--- config.mk ---
export PLATFORM = sky130hd
export DESIGN_NAME = twi_mstx
export DESIGN_NICKNAME = d
export VERILOG_FILES = /design/src/rtl/twi_mstx_pkg.sv /design/src/rtl/twi_mstx_rate.sv /design/src/rtl/twi_mstx_seq.sv /design/src/rtl/twi_mstx.sv
export SDC_FILE = /design/constraint.sdc
export NUM_CORES = 1
export LEC_CHECK = 0
export ABC_AREA = 1
export BUFFER_PORTS_ARGS = -buffer_cell sky130_fd_sc_hd__buf_2
export CAP_MARGIN = 20
export CORE_MARGIN = 2
export CORE_UTILIZATION = 40
export CTS_CLUSTER_SIZE = 14
export DETAILED_ROUTE_END_ITERATION = 12
export SYNTH_ARGS = -nofsm -noshare
export SYNTH_HDL_FRONTEND = slang
export SYNTH_SLANG_ARGS = --single-unit
--- constraint.sdc ---
create_clock -name clk -period 5.6 [get_ports clk]
set_input_delay 1.12 -clock clk [delete_from_list [all_inputs] [get_ports clk]]
set_output_delay 1.12 -clock clk [all_outputs]
set_load 0.005 [all_outputs]
--- src/rtl/twi_mstx_pkg.sv ---
package twi_mstx_pkg;

  localparam int unsigned HALF_W    = 9;   // holds the largest half period (240)
  localparam int unsigned TMR_HALF  = 48;  // overflow pulses per half bit
  localparam int unsigned BYTE_BITS = 8;
  localparam int unsigned BIT_W     = $clog2(BYTE_BITS + 1);

  localparam logic [1:0] RA_CTL  = 2'd0;
  localparam logic [1:0] RA_DAT  = 2'd1;
  localparam logic [1:0] RA_STAT = 2'd2;

  localparam logic [7:0] SC_START  = 8'h08;
  localparam logic [7:0] SC_RSTART = 8'h10;
  localparam logic [7:0] SC_ADR_AK = 8'h18;
  localparam logic [7:0] SC_ADR_NK = 8'h20;
  localparam logic [7:0] SC_DAT_AK = 8'h28;
  localparam logic [7:0] SC_DAT_NK = 8'h30;
  localparam logic [7:0] SC_NONE   = 8'hF8;

  typedef enum logic [3:0] {
    ST_IDLE, ST_START, ST_HOLD, ST_BLO, ST_BHI,
    ST_RSA, ST_RSB, ST_SPA, ST_SPB, ST_SPC
  } twi_state_e;

  // Half of the SCL period, in clocks (codes 0..6) or overflow pulses (code 7)
  function automatic logic [HALF_W-1:0] half_len(input logic [2:0] sel);
    logic [HALF_W:0] full;
    case (sel)
      3'd0:    full = 10'd128;
      3'd1:    full = 10'd112;
      3'd2:    full = 10'd96;
      3'd3:    full = 10'd80;
      3'd4:    full = 10'd480;
      3'd5:    full = 10'd60;
      3'd6:    full = 10'd30;
      default: full = 10'(2 * TMR_HALF);
    endcase
    return full[HALF_W:1];
  endfunction

endpackage

--- src/rtl/twi_mstx_rate.sv ---
module twi_mstx_rate
  import twi_mstx_pkg::*;
(
  input  logic       clk,
  input  logic       rst_n,
  input  logic       run,
  input  logic [2:0] sel,
  input  logic       ovf_tick,
  output logic       half_tick
);

  logic [HALF_W-1:0] cnt;
  logic [HALF_W-1:0] lim;
  logic              step;

  assign lim       = half_len(sel) - 1'b1;
  assign step      = (sel == 3'd7) ? ovf_tick : 1'b1;
  assign half_tick = run && step && (cnt == lim);

  always_ff @(posedge clk or negedge rst_n) begin
    if (!rst_n)                cnt <= '0;
    else if (!run || half_tick) cnt <= '0;
    else if (step)             cnt <= cnt + 1'b1;
  end


  half_cnt_range_chk: assert property (@(posedge clk) disable iff (!rst_n)
    run |-> (cnt <= lim)) else $error("half counter beyond limit");

endmodule

--- src/rtl/twi_mstx_seq.sv ---
module twi_mstx_seq
  import twi_mstx_pkg::*;
(
  input  logic       clk,
  input  logic       rst_n,
  input  logic       en,
  input  logic       sta,
  input  logic       sto,
  input  logic       flag,
  input  logic [7:0] tx_byte,
  input  logic       scl_in,
  input  logic       sda_in,
  input  logic       half_tick,
  output logic       run,
  output logic       scl_low,
  output logic       sda_low,
  output logic       set_flag,
  output logic [7:0] set_code,
  output logic       stop_done
);

  twi_state_e       state;
  logic [7:0]       shifter;
  logic [BIT_W-1:0] bitn;
  logic             addr_ph;
  logic             rep;
  logic             hold_sda_low;

  logic bus_free;
  logic ack_bit;
  logic ack_bit_end;
  logic start_end;

  assign bus_free    = scl_in && sda_in;
  assign ack_bit     = (bitn == BIT_W'(BYTE_BITS));
  assign ack_bit_end = (state == ST_BHI) && half_tick && ack_bit;
  assign start_end   = (state == ST_START) && half_tick;

  assign run     = !(state inside {ST_IDLE, ST_HOLD});
  assign scl_low = state inside {ST_HOLD, ST_BLO, ST_RSA, ST_SPA};

  always_comb begin
    case (state)
      ST_START:        sda_low = 1'b1;
      ST_HOLD:         sda_low = hold_sda_low;
      ST_BLO, ST_BHI:  sda_low = !ack_bit && !shifter[7];
      ST_SPA, ST_SPB:  sda_low = 1'b1;
      default:         sda_low = 1'b0;
    endcase
  end

  assign set_flag  = start_end || ack_bit_end;
  assign stop_done = (state == ST_SPC) && half_tick;

  always_comb begin
    if (state == ST_START) set_code = rep ? SC_RSTART : SC_START;
    else if (addr_ph)      set_code = sda_in ? SC_ADR_NK : SC_ADR_AK;
    else                   set_code = sda_in ? SC_DAT_NK : SC_DAT_AK;
  end

  always_ff @(posedge clk or negedge rst_n) begin
    if (!rst_n) begin
      state        <= ST_IDLE;
      shifter      <= '0;
      bitn         <= '0;
      addr_ph      <= 1'b0;
      rep          <= 1'b0;
      hold_sda_low <= 1'b0;
    end else if (!en) begin
      state        <= ST_IDLE;
      rep          <= 1'b0;
      hold_sda_low <= 1'b0;
    end else begin
      case (state)
        ST_IDLE:  if (sta && !flag && bus_free) state <= ST_START;
        ST_START: if (half_tick) begin
                    state        <= ST_HOLD;
                    hold_sda_low <= 1'b1;
                    addr_ph      <= 1'b1;
                    rep          <= 1'b0;
                  end
        ST_HOLD:  if (!flag) begin
                    if (sto)      state <= ST_SPA;
                    else if (sta) begin state <= ST_RSA; rep <= 1'b1; end
                    else begin
                      shifter <= tx_byte;
                      bitn    <= '0;
                      state   <= ST_BLO;
                    end
                  end
        ST_BLO:   if (half_tick) state <= ST_BHI;
        ST_BHI:   if (half_tick) begin
                    if (ack_bit) begin
                      state        <= ST_HOLD;
                      hold_sda_low <= 1'b0;
                      addr_ph      <= 1'b0;
                    end else begin
                      shifter <= {shifter[6:0], 1'b0};
                      bitn    <= bitn + 1'b1;
                      state   <= ST_BLO;
                    end
                  end
        ST_RSA:   if (half_tick) state <= ST_RSB;
        ST_RSB:   if (half_tick) state <= ST_START;
        ST_SPA:   if (half_tick) state <= ST_SPB;
        ST_SPB:   if (half_tick) state <= ST_SPC;
        ST_SPC:   if (half_tick) begin
                    state        <= ST_IDLE;
                    hold_sda_low <= 1'b0;
                  end
        default:  state <= ST_IDLE;
      endcase
    end
  end


  sda_edge_chk: assert property (@(posedge clk) disable iff (!rst_n)
    (en && $past(en) && (sda_low != $past(sda_low)) && !scl_low && !$past(scl_low))
      |-> (state inside {ST_START, ST_SPC}))
    else $error("SDA moved while SCL high outside START/STOP");


  start_free_chk: assert property (@(posedge clk) disable iff (!rst_n)
    (state == ST_START && $past(state) == ST_IDLE) |-> $past(bus_free))
    else $error("START issued on a busy bus");

endmodule

--- src/rtl/twi_mstx.sv ---
module twi_mstx
  import twi_mstx_pkg::*;
(
  input  logic       clk,
  input  logic       rst_n,
  input  logic       ovf_tick,
  input  logic       reg_we,
  input  logic [1:0] reg_addr,
  input  logic [7:0] reg_wdata,
  output logic [7:0] reg_rdata,
  output logic       irq,
  input  logic       scl_in,
  input  logic       sda_in,
  output logic       scl_drive_low,
  output logic       sda_drive_low
);

  logic [2:0] rate_q;
  logic       en_q, sta_q, sto_q, aa_q, flag_q;
  logic [7:0] dat_q;
  logic [7:0] code_q;

  logic       run, half_tick, set_flag, stop_done;
  logic [7:0] set_code;
  logic       ctl_wr, dat_wr;

  assign ctl_wr = reg_we && (reg_addr == RA_CTL);
  assign dat_wr = reg_we && (reg_addr == RA_DAT);

  twi_mstx_rate u_rate (
    .clk       (clk),
    .rst_n     (rst_n),
    .run       (run),
    .sel       (rate_q),
    .ovf_tick  (ovf_tick),
    .half_tick (half_tick)
  );

  twi_mstx_seq u_seq (
    .clk       (clk),
    .rst_n     (rst_n),
    .en        (en_q),
    .sta       (sta_q),
    .sto       (sto_q),
    .flag      (flag_q),
    .tx_byte   (dat_q),
    .scl_in    (scl_in),
    .sda_in    (sda_in),
    .half_tick (half_tick),
    .run       (run),
    .scl_low   (scl_drive_low),
    .sda_low   (sda_drive_low),
    .set_flag  (set_flag),
    .set_code  (set_code),
    .stop_done (stop_done)
  );

  always_ff @(posedge clk or negedge rst_n) begin
    if (!rst_n) begin
      rate_q <= '0;
      en_q   <= 1'b0;
      sta_q  <= 1'b0;
      sto_q  <= 1'b0;
      aa_q   <= 1'b0;
      flag_q <= 1'b0;
      dat_q  <= '0;
      code_q <= SC_NONE;
    end else begin
      if (stop_done) sto_q <= 1'b0;
      if (!en_q)     flag_q <= 1'b0;
      if (ctl_wr) begin
        rate_q <= reg_wdata[7:5];
        en_q   <= reg_wdata[4];
        sta_q  <= reg_wdata[3];
        sto_q  <= reg_wdata[2];
        aa_q   <= reg_wdata[1];
        if (!reg_wdata[0]) flag_q <= 1'b0;
      end
      if (dat_wr) dat_q <= reg_wdata;
      if (set_flag) begin
        flag_q <= 1'b1;
        code_q <= set_code;
      end
    end
  end

  always_comb begin
    case (reg_addr)
      RA_CTL:  reg_rdata = {rate_q, en_q, sta_q, sto_q, aa_q, flag_q};
      RA_DAT:  reg_rdata = dat_q;
      RA_STAT: reg_rdata = flag_q ? code_q : SC_NONE;
      default: reg_rdata = 8'h00;
    endcase
  end

  assign irq = flag_q;


  flag_hold_chk: assert property (@(posedge clk) disable iff (!rst_n)
    flag_q |-> scl_drive_low) else $error("SCL released while flag pending");


  sto_clear_chk: assert property (@(posedge clk) disable iff (!rst_n)
    (stop_done && !ctl_wr) |=> !sto_q) else $error("stop bit not cleared");


  flag_src_chk: assert property (@(posedge clk) disable iff (!rst_n)
    $rose(flag_q) |-> $past(en_q)) else $error("flag set while disabled");

endmodule

==> out/qor.csv <==
metric,value,unit
pre-CTS setup slack,2.45,ns
Area Overhead vs Synth,10.9,%
grt peak-use layer,met2,
Sw Share,40.8,%
DR DRC count,0,
Peak VDD IR,156,µV
Pleak,1.67,nW
Worst Setup End Kind,output pin,
setup_tns,0,ns
via count,2571,
Least-Margin Pin Slew,0.628,ns
Final WS setup,2.32,ns
Worst Skew,0.00395,ns
antenna violations before repair,0,
DRT iter0 DRCs,134,
met3 Track Usage GR,2.01,%
Longest Clk Path Bufs,2,
Vias/cell,4.91,
"Primary FF master, synth",dfrtp_1,
CTS sink cnt,48,
vias in the first global route,2561,
outcome,"complete, no violations",
GR Util met1,27.2,%
Avg Inst Size Synth,7.44,µm²
#FFs+latches synth,48,
crit-path max FO,13,
Netlist Area Pre-Place,2950,µm²
Setup-failing EPs final,0,
"Net count, final",445,
relative slew slack,58.1,%
die area,8070,µm²
Inserted Clock Buffers,5,
clk_lat worst skew,0.31,ns
Tcrit/Tclk final,58.5,%
final instance area,3270,µm²
Buffers on Ports,26,
grt ovf,0,
H-tree depth,2,
Final GP Congestion,0.913,
met2 usage,30.2,%
"Power, Total",1.04,mW
Initial DRT Pass Iterations,4,
# IOs,27,
Comb pwr share,34.6,%
row count,31,
Placed Instances,516,
total wire length,6890,µm
clock power share,21.5,%
initial core utilization,41.0,%
Post-synth ARST share,100,%
core box area,7180,µm²
fmax,305,MHz
max-slew violations,0,
RSZ-0062 raised after global routing,no,
post-route ant nets,0,
Post-DP HPWL,5260,µm
die height,89.8,µm
Layout Utilization,45.5,%
first-pass GRT wire length,12600,µm
share of layout cells above drive strength 1,18.6,%
Synthesized Nets,417,
Root Driver,clkbuf_8,
CP arrival,2.16,ns
Tmin final,3.28,ns
CP required,4.48,ns
Post-Synthesis Cells,396,
post-cts sizing count,0,
P_sw,425,µW
CTS tree,built,
Final Non-Filler Cells,524,
Max-cap violations,0,
clock-pin slew on the worst setup and hold paths,0.10,ns
Reg power frac,43.9,%
library cells used by synthesis,36,
post-CTS setup buffers,0,
internal power,617,µW
min-delay worst type,flip-flop to flip-flop,
n_diodes,0,
Area after DPL,3170,µm²
total track usage,18.9,%
Post-synth EDFFs,0,
share of the yosys chip area belonging to registers,41.0,%
hold_buf cts,0,
Die Span X,89.8,µm
Startpoint Class,flip-flop,
Setup CP Type,flip-flop to output pin,
PwrDens,319,nW/µm²
drt wl/cell,13.2,µm
Final Hold Fails,0,
Fin Hold WS,0.456,ns
Syn. warnings,0,
largest net degree at the start of global routing,49,
cell type report:
| cell class | instances | area (µm²) |
|---|---|---|
| clock inverters | 3 | 25.0 |
| multi-input cells | 277 | 1460 |
| inverters | 65 | 246 |
| fillers | 761 | 3910 |
| flip-flops and latches | 48 | 1210 |
| clock buffers | 5 | 68.8 |
| well taps | 99 | 124 |
| repair buffers | 27 | 138 |
per-layer routing:
metal	part of all wire [%]	wire, µm	vias up
li1	-	-	1328
met1	51	3520	1186
met2	45	3110	53
met3	3.2	221	4
met4	0.61	42	0
met5	0	0	-
registers in the layout (all words and copies together), names as in the netlist:
signal and cells:
aa_q 1, code_q 4, dat_q 8, en_q 1, irq 1, rate_q 3, sta_q 1, sto_q 1
u_rate.cnt 9, u_seq.addr_ph 1, u_seq.bitn 4, u_seq.hold_sda_low 1, u_seq.rep 1, u_seq.shifter 8, u_seq.state 4
synth_stat cells, types with 3 or more instances:
cell,count,area [µm²]
nand2_2,4,25.0
nor2_2,4,25.0
inv_1,55,206
clkbuf_1,4,15.0
dfstp_2,4,105
nor2_4,3,33.8
nand2_4,5,56.3
a21oi_1,14,70.1
mux2i_1,3,30.0
o211ai_1,7,52.6
nor3_1,11,55.1
dfrtp_1,44,1100
ha_1,5,62.6
o21ai_2,8,70.1
inv_2,8,30.0
nand3_1,16,80.1
nand4_1,3,18.8
nand2_1,106,398
nor2_1,34,128
o21ai_0,36,180
kinds of logic after synthesis:
logic type | after synthesis | share of synthesized area, %
compound gates | 76 | 15.5
fa+ha+maj | 5 | 2.12
buf+inv | 71 | 9.52
flops | 48 | 41.0
mux | 3 | 1.02
simple gates | 193 | 30.9
worst paths after layout:
kind,startpoint,end,slack (ns),cells after the start
setup / recovery,u_seq.state[1],sda_drive_low,2.32,6
hold / removal,code_q[6],code_q[6],0.46,2
setup reg to reg,rate_q[0],u_seq.shifter[3],3.11,16
hold reg to reg,code_q[6],code_q[6],0.46,2
max in group asynchronous,rst_n,dat_q[6],4.27,2
min in group asynchronous,rst_n,u_rate.cnt[6],0.90,2
critical path, cell delays in order (launching register included):
cell and delay [ns]:
dfrtp_1 0.45, nor2_1 0.19, nand2_1 0.32, inv_1 0.30, nor2_1 0.07, o311ai_0 0.32, buf_2 0.19
placed cells by master, fill, tap and decap left out, types with 8 or more instances in the layout:
master	n
nand2_1	106
dfrtp_1	44
o21ai_2	8
nand3_1	16
nor2_1	34
nor3_1	11
inv_1	55
buf_2	26
a21oi_1	14
inv_2	8
o21ai_0	36
power groups by stage:
stage / registers [mW] / logic [mW] / clock network, mW
global route: 0.465 / 0.421 / 0.246
global placement: 0.463 / 0.358 / 0
CTS: 0.458 / 0.364 / 0.231
floorplan: 0.438 / 0.289 / 0
detailed placement: 0.464 / 0.362 / 0
finish: 0.457 / 0.361 / 0.224
Note: power is estimated with default switching activity, not from simulation.
